[src/rtl/uart_rx_pkg.sv]
package uart_rx_pkg;
  typedef enum logic [1:0] {
    ST_HUNT  = 2'd0,
    ST_START = 2'd1,
    ST_DATA  = 2'd2,
    ST_STOP  = 2'd3
  } rx_state_e;

  function automatic logic maj3(input logic [2:0] v);
    return (v[0] & v[1]) | (v[0] & v[2]) | (v[1] & v[2]);
  endfunction
endpackage

[src/rtl/rx_sync.sv]
module rx_sync #(
  parameter int STAGES = 2,
  parameter logic RESET_VAL = 1'b1
) (
  input  logic clk,
  input  logic rst_n,
  input  logic d,
  output logic q
);
  logic [STAGES-1:0] chain;

  generate
    if (STAGES == 1) begin : g_one
      always_ff @(posedge clk) begin
        if (!rst_n) chain <= RESET_VAL;
        else        chain <= d;
      end
    end else begin : g_many
      always_ff @(posedge clk) begin
        if (!rst_n) chain <= {STAGES{RESET_VAL}};
        else        chain <= {chain[STAGES-2:0], d};
      end
    end
  endgenerate

  assign q = chain[STAGES-1];
endmodule

[src/rtl/rx_slot_timer.sv]
module rx_slot_timer
  import uart_rx_pkg::*;
#(
  parameter int OSR     = 16,
  parameter int VOTE_LO = 8
) (
  input  logic clk,
  input  logic rst_n,
  input  logic tick,
  input  logic rx,
  input  logic launch,
  input  logic active,
  output logic vote,
  output logic bit_v
);
  localparam int CW = $clog2(OSR + 1);
  localparam int VOTE_HI = VOTE_LO + 2;
  localparam logic [CW-1:0] SLOT_LAST  = CW'(OSR);
  localparam logic [CW-1:0] SLOT_FIRST = CW'(1);
  localparam logic [CW-1:0] SLOT_AFTER_EDGE = CW'(2);
  localparam logic [CW-1:0] SLOT_LO = CW'(VOTE_LO);
  localparam logic [CW-1:0] SLOT_HI = CW'(VOTE_HI);

  logic [CW-1:0] slot;
  logic [1:0]    early;

  always_ff @(posedge clk) begin
    if (!rst_n) begin
      slot  <= SLOT_FIRST;
      early <= 2'b11;
    end else if (launch) begin
      slot <= SLOT_AFTER_EDGE;
    end else if (tick && active) begin
      if (slot >= SLOT_LO && slot < SLOT_HI) early <= {early[0], rx};
      slot <= (slot == SLOT_LAST) ? SLOT_FIRST : slot + 1'b1;
    end
  end

  assign vote  = tick && active && (slot == SLOT_HI);
  assign bit_v = maj3({early, rx});
endmodule

[src/rtl/rx_frame_ctrl.sv]
module rx_frame_ctrl
  import uart_rx_pkg::*;
#(
  parameter int DW = 9
) (
  input  logic          clk,
  input  logic          rst_n,
  input  logic          enable,
  input  logic          wide_sel,
  input  logic          tick,
  input  logic          rx,
  input  logic          vote,
  input  logic          bit_v,
  output logic          launch,
  output logic          active,
  output logic          done,
  output logic [DW-1:0] word,
  output logic          ferr
);
  localparam int IW = $clog2(DW);
  localparam logic [IW-1:0] IDX_WIDE   = IW'(DW - 1);
  localparam logic [IW-1:0] IDX_NARROW = IW'(DW - 2);

  rx_state_e     state;
  logic [IW-1:0] idx;
  logic          wide_q;
  logic [IW-1:0] idx_last;

  assign launch   = enable && tick && (state == ST_HUNT) && !rx;
  assign active   = (state != ST_HUNT);
  assign idx_last = wide_q ? IDX_WIDE : IDX_NARROW;

  always_ff @(posedge clk) begin
    if (!rst_n) begin
      state  <= ST_HUNT;
      idx    <= '0;
      wide_q <= 1'b0;
      word   <= '0;
      ferr   <= 1'b0;
      done   <= 1'b0;
    end else begin
      done <= 1'b0;
      if (!enable) begin
        state <= ST_HUNT;
      end else begin
        unique case (state)
          ST_HUNT: if (launch) begin
            state  <= ST_START;
            wide_q <= wide_sel;
          end
          ST_START: if (vote) begin
            state <= bit_v ? ST_HUNT : ST_DATA;
            idx   <= '0;
            word  <= '0;
          end
          ST_DATA: if (vote) begin
            word[idx] <= bit_v;
            if (idx == idx_last) state <= ST_STOP;
            else                 idx   <= idx + 1'b1;
          end
          ST_STOP: if (vote) begin
            ferr  <= !bit_v;
            done  <= 1'b1;
            state <= ST_HUNT;
          end
          default: state <= ST_HUNT;
        endcase
      end
    end
  end
endmodule

[src/rtl/rx_holding.sv]
module rx_holding #(
  parameter int DW = 9
) (
  input  logic          clk,
  input  logic          rst_n,
  input  logic          load,
  input  logic [DW-1:0] load_word,
  input  logic          load_ferr,
  input  logic          ready,
  output logic          valid,
  output logic [DW-1:0] word,
  output logic          ferr,
  output logic          ovr
);
  logic take;
  logic pend;

  assign take = valid && ready;

  always_ff @(posedge clk) begin
    if (!rst_n) begin
      valid <= 1'b0;
      word  <= '0;
      ferr  <= 1'b0;
      ovr   <= 1'b0;
      pend  <= 1'b0;
    end else begin
      if (take) begin
        ovr  <= pend;
        pend <= 1'b0;
      end
      if (load && (!valid || take)) begin
        word  <= load_word;
        ferr  <= load_ferr;
        valid <= 1'b1;
      end else if (load) begin
        pend <= 1'b1;
      end else if (take) begin
        valid <= 1'b0;
        ferr  <= 1'b0;
      end
    end
  end
endmodule

[src/rtl/uart_mv_rx.sv]
module uart_mv_rx #(
  parameter int OSR         = 16,
  parameter int VOTE_LO     = 8,
  parameter int DW          = 9,
  parameter int SYNC_STAGES = 2
) (
  input  logic          clk,
  input  logic          rst_n,
  input  logic          rx_en,
  input  logic          wide_mode,
  input  logic          samp_tick,
  input  logic          rx_line,
  output logic          out_valid,
  input  logic          out_ready,
  output logic [DW-2:0] out_data,
  output logic          out_bit8,
  output logic          out_ferr,
  output logic          ovr_flag
);
  logic          rx_s;
  logic          launch;
  logic          active;
  logic          vote;
  logic          bit_v;
  logic          frame_done;
  logic [DW-1:0] frame_word;
  logic          frame_ferr;
  logic [DW-1:0] held_word;

  rx_sync #(.STAGES(SYNC_STAGES), .RESET_VAL(1'b1)) u_sync (
    .clk(clk), .rst_n(rst_n), .d(rx_line), .q(rx_s)
  );

  rx_slot_timer #(.OSR(OSR), .VOTE_LO(VOTE_LO)) u_timer (
    .clk(clk), .rst_n(rst_n), .tick(samp_tick), .rx(rx_s),
    .launch(launch), .active(active), .vote(vote), .bit_v(bit_v)
  );

  rx_frame_ctrl #(.DW(DW)) u_ctrl (
    .clk(clk), .rst_n(rst_n), .enable(rx_en), .wide_sel(wide_mode),
    .tick(samp_tick), .rx(rx_s), .vote(vote), .bit_v(bit_v),
    .launch(launch), .active(active), .done(frame_done),
    .word(frame_word), .ferr(frame_ferr)
  );

  rx_holding #(.DW(DW)) u_hold (
    .clk(clk), .rst_n(rst_n), .load(frame_done), .load_word(frame_word),
    .load_ferr(frame_ferr), .ready(out_ready), .valid(out_valid),
    .word(held_word), .ferr(out_ferr), .ovr(ovr_flag)
  );

  assign out_data = held_word[DW-2:0];
  assign out_bit8 = held_word[DW-1];
endmodule

[config.mk]
export PLATFORM = sky130hd
export DESIGN_NAME = uart_mv_rx
export DESIGN_NICKNAME = d
export VERILOG_FILES = /design/src/rtl/uart_rx_pkg.sv /design/src/rtl/rx_sync.sv /design/src/rtl/rx_slot_timer.sv /design/src/rtl/rx_frame_ctrl.sv /design/src/rtl/rx_holding.sv /design/src/rtl/uart_mv_rx.sv
export SDC_FILE = /design/constraint.sdc
export NUM_CORES = 1
export LEC_CHECK = 0
export CORE_ASPECT_RATIO = 0.8
export CORE_MARGIN = 2
export CORE_UTILIZATION = 40
export DETAILED_ROUTE_END_ITERATION = 8
export PLACE_DENSITY_LB_ADDON = 0.05
export RECOVER_POWER = 50
export SETUP_SLACK_MARGIN = 0.02
export SYNTH_ARGS = -nofsm -noshare
export SYNTH_HDL_FRONTEND = slang
export SYNTH_SLANG_ARGS = --single-unit
[constraint.sdc]
create_clock -name clk -period 3.1 [get_ports clk]
set_input_delay 0.62 -clock clk [delete_from_list [all_inputs] [get_ports clk]]
set_output_delay 0.62 -clock clk [all_outputs]
set_load 0.02 [all_outputs]
==> metrics.md, run 1 <==
| Metric | Value |
|---|---|
| Status | `finished, final reports clean` |
| Die Y | `65.6 um` |
| NetSw | `0.221 mW` |
| Async SR Flop Fraction | `0%` |
| Post-DR vias/cell | `5.29` |
| Tcrit/Tclk final | `77.1%` |
| H-tree levels | `2` |
| Largest area contributor in the netlist | `dfxtp_1` |
| CTS Buf Count | `5` |
| Final setup vio count | `0` |
| Initial Util | `41.5%` |
| Placed cell count | `287` |
| Synth warnings | `0` |
| Nets@finish | `252` |
| Cell Area, Synth | `0.00190 mm2` |
| Combinational power share | `3.3%` |
| Crit-path max cell delay | `0.89 ns` |
| Most common cell in the netlist | `dfxtp_1` |
| Final wirelength | `4.16 mm` |
| Post-CTS setup buffers | `0` |
| Worst Max-Slew Pin Slew | `0.745 ns` |
| Row count | `22` |
| DRT Pass-1 Iters | `4` |
| Fmax | `419 MHz` |
| Fin util | `49.3%` |
| Leakage power | `0.935 nW` |
| Unique masters post-synth | `43` |
| Unrepaired setup endpoints after global routing | `false` |
| First-pass GRT wire length | `7.26 mm` |
| Largest fanout on the critical path | `15` |
| Clock skew | `0.00307 ns` |
| Max Cap Violations | `0` |
| Post-Place Setup Slack | `0.525 ns` |
| Die width | `81.0 um` |
| Crit path cell chain | `dlygate4sd3_1, nand3_1, nor4b_1, nand2_1, o21ai_0` |
| Largest net degree at the start of global routing | `16` |
| Area of the die | `0.00531 mm2` |
| Sequential share of the synthesized area | `42.2%` |
| Post-detail-place hpwl | `3.10 mm` |
| Crit-path slowest cell | `dlygate4sd3_1` |
| CP startpoint kind | `primary input` |
| WS Path Type | `primary input to flip-flop` |
| Hold Crit Class | `flip-flop to flip-flop` |
| Area growth from synthesis to layout | `18.8%` |
| Clk slew on worst S/H paths | `0.08 ns` |
| Post-route DRC | `0` |
| GRT Overall Usage | `17.6%` |
| Post-synthesis instance total | `213` |
| Post-cts resize count | `0` |
| WL per Instance | `14.1 um` |
| Fraction of synthesized cell area taken by the top area cell type | `42.2%` |
| P_int | `0.771 mW` |
| Clk Latency, worst-skew pair | `0.29 ns` |
| Worst path top cell family by delay | `simple AND/OR/NAND/NOR gates` |
| Core area | `0.00457 mm2` |
| TritonCTS clock tree | `built` |
| Synth top cells by count | `dfxtp_1 (40), nand2_1 (24), nor2_1 (22)` |
| Share of cells above drive strength 1 | `6.81%` |
| Routed Antenna Nets | `0` |
| Synth top area cells | `dfxtp_1 (42%), mux2i_1 (8.4%), ha_1 (7.3%)` |
| # clock sinks | `40` |
| CTS Hold Bufs | `0` |
| Clock power share | `44.6%` |
| CP Data Required Time | `3.32 ns` |
| Syn avg cell area | `8.90 um2` |
| # IOs | `19` |
| Initial antenna violation count | `0` |
| Area post-placement | `0.00214 mm2` |
| Sequential share of power | `52.2%` |
| Port bufs | `18` |
| Final worst slack | `0.711 ns` |
| Final Hold Viols | `0` |
| Via count | `1561` |
| RD Place Congestion | `0.833` |
| Fillers | `455` |
| Net Sw Frac | `22.2%` |
| DRT iter0 DRCs | `73` |
| Clock Path Buffers | `2` |
| Slew Limit Fails | `0` |
| Vias in the first global route | `1524` |
| Fin cells | `295` |
| CTS root buffer | `clkbuf_8` |
| Antenna cells | `0` |
| Ys flop type | `dfxtp_1` |
| GRT overflow | `0` |
| WP buf/inv | `1` |
| Max rail drop VDD | `0.000255 V` |
| Rel. slew slack | `50.3%` |
| Setup crit end kind | `flip-flop` |
| Setup TNS | `0 ns` |
| Pwr Density | `440 mW/mm2` |
| Number of flops mapped to enable cells by yosys | `0` |
| Post-layout minimum cycle time | `2.39 ns` |
| Yosys reg bits | `40` |
| Worst Path Arrival | `2.61 ns` |
| Post-Syn Nets | `231` |
| Final instance area | `0.00225 mm2` |
==> placed cells by master, fill, tap and decap left out, types with 2 or more instances in the layout <==
master	instances
a21oi_1	8
a31oi_1	3
a32oi_1	2
clkbuf_8	5
clkdlybuf4s50_1	4
dfxtp_1	40
dlygate4sd3_1	14
ha_1	11
inv_1	8
mux2i_1	16
nand2_1	24
nand2b_1	4
nand3_1	18
nand3b_1	2
nand4_1	5
nor2_1	22
nor2b_1	3
o211ai_1	2
o21ai_0	10
o21ai_1	2
or3_1	2
xor2_1	3
==> through the flow <==
stage | hold WS [ns] | power [mW]
after floorplan | 0.386 | 0.547
after global placement | 0.391 | 0.561
after detailed placement | 0.397 | 0.563
after CTS | 0.417 | 1.00
after global routing | 0.442 | 1.03
final | 0.414 | 0.991
==> worst register-to-register path: cells and delay by family (launching register included) <==
family	cells	cell delay (ns)
AND/OR/NAND/NOR	4	1.26
adder cells (fa/ha/maj)	1	0.28
flip-flops	1	0.40
AO/OA/AOI/OAI	1	0.09
buffers and inverters	1	0.10
==> area by class of cell <==
| class | instances | area (um2) | area share [%] |
|---|---|---|---|
| multi-input combinational | 159 | 1040 | 46.2 |
| clock inverter | 3 | 46.3 | 2.06 |
| clock buffer | 5 | 68.8 | 3.06 |
| sequential | 40 | 801 | 35.6 |
| inverter | 8 | 30.0 | 1.33 |
| tap | 60 | 75.1 | 3.33 |
| timing repair buffer | 20 | 191 | 8.50 |
==> registers in the layout, summed over array words and instances, names as in the netlist, named ones only <==
| register | cells |
|---|---|
| u_ctrl.done | 1 |
| u_ctrl.ferr | 1 |
| u_ctrl.idx | 4 |
| u_ctrl.state | 1 |
| u_ctrl.wide_q | 1 |
| u_ctrl.word | 9 |
| u_hold.ferr | 1 |
| u_hold.ovr | 1 |
| u_hold.pend | 1 |
| u_hold.valid | 1 |
| u_hold.word | 9 |
| u_sync.chain | 2 |
| u_timer.early | 2 |
| u_timer.slot | 5 |
==> cells by family after synthesis <==
family                   count (synthesis)  share of synthesized area, %
XOR/XNOR                                 3                          1.39
AND/OR/NAND/NOR                         94                          25.7
buffers and inverters                   14                          2.90
multiplexers                            16                          8.45
AO/OA/AOI/OAI                           34                          11.6
adder cells (fa/ha/maj)                 12                          7.79
flip-flops                              40                          42.2
==> worst paths after layout <==
| path | from | end | slack [ns] | depth (start not counted) |
|---|---|---|---|---|
| hold / removal | u_sync.chain[0] | u_sync.chain[1] | 0.41 | 1 |
| setup / recovery | rst_n | u_ctrl.word[2] | 0.71 | 5 |
| hold reg to reg | u_sync.chain[0] | u_sync.chain[1] | 0.41 | 1 |
| setup reg to reg | u_ctrl.state[0] | u_ctrl.word[2] | 0.90 | 7 |
==> power groups by stage <==
| stage | logic (mW) | clock network, mW | registers [mW] |
|---|---|---|---|
| floorplan | 0.0184 | 0 | 0.529 |
| global placement | 0.0321 | 0 | 0.529 |
| detailed placement | 0.0332 | 0 | 0.529 |
| CTS | 0.0334 | 0.450 | 0.517 |
| global route | 0.0356 | 0.476 | 0.518 |
| finish | 0.0323 | 0.442 | 0.517 |
==> metal layers <==
layer	global-route usage (%)	wire length (um)	vias up
met5	0	0	-
met4	5.93	53	0
met3	4.12	164	7
met2	26.5	1770	45
met1	24.7	2170	718
li1	-	-	791
Note: power is estimated with default switching activity, not from simulation.
==> run 2, diff against run 1 <==
- clock period: 3.1 -> 2.5 ns (I/O delays scaled with it)
==> run 2 against run 1 <==
- final area about the same
- clock skew increased by 0.0056 ns
- via count increased by 0.26%
- die area unchanged
- worst hold slack about the same
- routed wire length decreased by 0.41%
- count of clock-buffer cells in the layout increased by 1
==> metrics.md, run 2 (same netlist as run 1, synthesis figures left out) <==
| Metric | Value |
|---|---|
| Status | `finished, final reports clean` |
| Port bufs | `18` |
| Area of the die | `0.00531 mm2` |
| Slew Limit Fails | `0` |
| Final Hold Viols | `0` |
| WS Path Type | `primary input to flip-flop` |
| Commonest non-fill, non-tap cell in the layout | `dfxtp_1` |
| Post-CTS setup buffers | `0` |
| Row count | `22` |
| Leakage power | `0.931 nW` |
| Area growth from synthesis to layout | `18.7%` |
| H-tree levels | `2` |
| Antenna cells | `0` |
| First-pass GRT wire length | `7.11 mm` |
| Core area | `0.00457 mm2` |
| Setup TNS | `0 ns` |
| CP startpoint kind | `primary input` |
| TritonCTS clock tree | `built` |
| GRT Overall Usage | `17.2%` |
| Unrepaired setup endpoints after global routing | `false` |
| Post-detail-place hpwl | `3.17 mm` |
| Tcrit/Tclk final | `82.1%` |
| Setup crit end | `u_ctrl.word[8]` |
| R2R Path End | `u_ctrl.idx[3]` |
| Setup crit end kind | `flip-flop` |
| Clk slew on worst S/H paths | `0.08 ns` |
| Hold Crit Class | `flip-flop to flip-flop` |
| Routed Antenna Nets | `0` |
| Share of cells above drive strength 1 | `6.69%` |
| Initial Util | `41.5%` |
| Via count | `1565` |
| Worst Max-Slew Pin Slew | `0.745 ns` |
| Worst flop-to-flop path startpoint | `u_ctrl.state[0]` |
| # IOs | `19` |
| Biggest regs | `u_ctrl.word (9), u_hold.word (9), u_timer.slot (5)` |
| DRT iter0 DRCs | `44` |
| CP Data Required Time | `2.72 ns` |
| # clock sinks | `40` |
| Die Y | `65.6 um` |
| Vias in the first global route | `1514` |
| Max Cap Violations | `0` |
| DRT Pass-1 Iters | `4` |
| Max rail drop VDD | `0.000381 V` |
| Fmax | `487 MHz` |
| GRT overflow | `0` |
| Clk Latency, worst-skew pair | `0.29 ns` |
| CTS root buffer | `clkbuf_8` |
| Commonest non-fill, non-tap cells in the layout | `dfxtp_1 (40), nand2_1 (24), nor2_1 (23), nand3_1 (18), mux2i_1 (16)` |
| Clock skew | `0.00868 ns` |
| CP startpoint | `rst_n` |
| Post-route DRC | `0` |
| Fin util | `49.3%` |
| WL per Instance | `13.9 um` |
| Nets@finish | `256` |
| Initial antenna violation count | `0` |
| Clock Path Buffers | `2` |
| Post-DR vias/cell | `5.23` |
| Pwr Density | `503 mW/mm2` |
| Final setup vio count | `0` |
| CTS Hold Bufs | `0` |
| R2r setup slk | `0.56 ns` |
| Die width | `81.0 um` |
| Rel. slew slack | `50.3%` |
| CTS Buf Count | `5` |
| RD Place Congestion | `0.822` |
| Post-layout minimum cycle time | `2.05 ns` |
| R2R depth | `7` |
| Largest fanout on the critical path | `8` |
| Pwr Total | `1.13 mW` |
| Largest net degree at the start of global routing | `16` |
| Post-cts resize count | `0` |
| Worst Path Arrival | `2.27 ns` |
| Final wirelength | `4.15 mm` |
==> run 2: final cells by class <==
cell class / instances / area (um2)
multi-input combinational: 159 / 1040
timing repair buffer: 24 / 210
clock buffer: 6 / 82.6
clock inverter: 2 / 15.0
inverter: 8 / 30.0
sequential: 40 / 801
tap: 60 / 75.1
fill: 461 / 2320
==> run 2: where the power goes <==
group,internal [mW],switching (mW),total (mW)
sequential,0.639,0.00223,0.642
combinational,0.0174,0.0252,0.0425
clock,0.223,0.225,0.449
total,0.880,0.253,1.13
==> run 2: layer usage <==
layer / part of all wire (%) / vias to the layer above / track usage (%)
li1: - / 801 / -
met1: 54 / 730 / 24.7
met2: 42 / 30 / 25.8
met3: 3.7 / 4 / 4.26
met4: 0.87 / 0 / 4.45
met5: 0 / - / 0
==> run 2: worst min-delay path by stage <==
stage,depth (start not counted),slack [ns],start,endpoint
after floorplan,1,0.39,u_sync.chain[0],u_sync.chain[1]
after CTS,1,0.41,u_sync.chain[0],u_sync.chain[1]
after global placement,1,0.39,u_sync.chain[0],u_sync.chain[1]
after global routing,1,0.43,u_sync.chain[0],u_sync.chain[1]
final,1,0.41,u_sync.chain[0],u_sync.chain[1]
after detailed placement,1,0.40,u_sync.chain[0],u_sync.chain[1]
==> run 2: stage by stage <==
stage	hold WS (ns)	setup slack, ns	cells	area [um2]
6_report	0.414	0.447	299	2250
5_1_grt	0.429	0.255	299	2250
4_1_cts	0.415	0.552	299	2270
3_5_place_dp	0.396	0.337	291	2170
3_3_place_gp	0.389	0.402	291	2170
2_1_floorplan	0.386	0.766	213	1900
==> run 2: critical path, cell delays in order <==
cell and delay, ns:
dlygate4sd3_1 0.59, clkbuf_1 0.33, inv_1 0.10, a41oi_1 0.49, nand2_1 0.12, mux2i_1 0.15
==> run 3, diff against run 2 <==
- clock period: 2.5 -> 2.1 ns (I/O delays scaled with it)
==> run 3 against run 2 <==
- combinational power rose by 23%
- non-clock buffer count rose by 3
- via count rose by 1.4%
- clock power rose by 63%
- register-to-register slack got worse by 0.38 ns
- final area rose by 3.2%
- global-route usage rose by 0.89 points
- cell count rose by 0.67%
- utilization rose by 1.6 points
- routed wire length barely moved
==> metrics.md, run 3 (same netlist as run 1, synthesis figures left out) <==
| Metric | Value |
|---|---|
| Status | `finished, final reports clean` |
| Clk slew on worst S/H paths | `0.07 ns` |
| Worst hold path depth | `1` |
| Post-DR vias/cell | `5.27` |
| Register area | `801 um2` |
| Antenna cells | `0` |
| Final setup vio count | `0` |
| Worst Path Arrival | `2.09 ns` |
| Initial antenna violation count | `0` |
| Max Cap Violations | `0` |
| # IOs | `19` |
| Post-layout minimum cycle time | `1.92 ns` |
| Leakage power | `0.963 nW` |
| Row count | `22` |
| GRT overflow | `0` |
| DRT Pass-1 Iters | `4` |
| Hold Crit Class | `flip-flop to flip-flop` |
| Setup crit end kind | `flip-flop` |
| Area growth from synthesis to layout | `22.5%` |
| Commonest non-fill, non-tap cell in the layout | `dfxtp_1` |
| Initial Util | `41.5%` |
| Fillers | `459` |
| Area of the multi-input gates | `0.00105 mm2` |
| CP Data Required Time | `2.28 ns` |
| Biggest regs | `u_ctrl.word (9), u_hold.word (9), u_timer.slot (5)` |
| RD Place Congestion | `0.891` |
| Worst Max-Slew Pin Slew | `0.752 ns` |
| Clk Latency, worst-skew pair | `0.30 ns` |
| Unrepaired setup endpoints after global routing | `true` |
| Area of the die | `0.00531 mm2` |
| Routed Antenna Nets | `0` |
| # clock sinks | `40` |
| Final Hold Viols | `0` |
| R2R depth | `7` |
| Final wirelength | `4.15 mm` |
| Clock Path Buffers | `2` |
| Via count | `1587` |
| Placed cell count | `294` |
| GRT Overall Usage | `18.1%` |
| Commonest non-fill, non-tap cells in the layout | `dfxtp_1 (40), nand2_1 (24), nor2_1 (22), nand3_1 (18), mux2i_1 (16)` |
| CP startpoint kind | `flip-flop` |
| Rel. slew slack | `49.9%` |
| Slew Limit Fails | `0` |
| Die Y | `65.6 um` |
| Setup TNS | `0 ns` |
| Post-detail-place hpwl | `3.24 mm` |
| Core area | `0.00457 mm2` |
| CTS Buf Count | `5` |
| First-pass GRT wire length | `7.35 mm` |
| Share of cells above drive strength 1 | `9.13%` |
| Vias in the first global route | `1550` |
| Fmax | `522 MHz` |
| H-tree levels | `2` |
| Clock skew | `0.00608 ns` |
| TritonCTS clock tree | `built` |
| Largest net degree at the start of global routing | `16` |
| Die width | `81.0 um` |
| Max rail drop VDD | `0.000374 V` |
| Pwr Density | `667 mW/mm2` |
| Largest fanout on the critical path | `7` |
| CTS Hold Bufs | `0` |
| Nets@finish | `259` |
| Fin cells | `301` |
| Hold Slack | `0.413 ns` |
| WS Path Type | `flip-flop to flip-flop` |
| Tcrit/Tclk final | `91.2%` |
| WL per Instance | `13.8 um` |
| DRT iter0 DRCs | `86` |
| CTS root buffer | `clkbuf_8` |
| Post-route DRC | `0` |
| Port bufs | `18` |
[run 3: cell types whose count changed in the layout (fill, tap and decap cells not counted), moves of 2 or more]
cell and delta:
clkbuf_1 -2, bufinv_16 +2, dlygate4sd3_1 -3, clkinvlp_4 -2, clkdlybuf4s50_1 +3, buf_4 +5
[run 3: timing repair]
item	4_1_cts	5_1_grt
resized for setup	0	1
hold endpoints to repair	0	0
setup buffers	0	0
setup endpoints to repair	0	7
[run 3: report_power, final]
part           total (mW)  switching (mW)  internal (mW)  leakage, nW
Sequential          0.764         0.00270          0.761        0.323
Combinational      0.0524          0.0304         0.0220        0.576
Clock               0.732           0.264          0.468       0.0642
[run 3: worst paths after layout]
kind,startpoint,endpoint,slack [ns]
setup reg to reg,u_ctrl.state[0],u_ctrl.word[5],0.18
hold reg to reg,u_sync.chain[0],u_sync.chain[1],0.41
setup / recovery,u_ctrl.state[0],u_ctrl.word[5],0.18
hold / removal,u_sync.chain[0],u_sync.chain[1],0.41
[run 3: stage by stage]
step,utilization [%],cell area (um2),power [mW],worst slack [ns]
after floorplan,-,1900,0.808,0.366
after global placement,48.0,2190,0.833,0.0823
after detailed placement,48.0,2190,0.835,0.0148
after CTS,50.8,2320,1.56,0.144
after global routing,50.8,2320,1.60,0.0109
final,50.8,2320,1.55,0.184
[run 3: per-layer routing]
metal	track usage [%]	wire length, um
met1	25.4	2140
met2	27.0	1750
met3	4.12	187
met4	6.99	71
met5	0	0
[run 3: critical path: stages (launching register included)]
cell	delay, ns
dfxtp_1	0.39
inv_1	0.10
ha_1	0.26
nand3b_1	0.27
o21ai_1	0.27
a41oi_2	0.27
nand3_1	0.14
o21ai_0	0.09
[run 3: cell type report]
cell class	instances	area share, %
Clock inverter	2	2.59
Tap cell	60	3.23
Clock buffer	5	2.96
Multi-Input combinational cell	159	45.1
Inverter	8	1.29
Timing Repair Buffer	27	10.3
Sequential cell	40	34.5
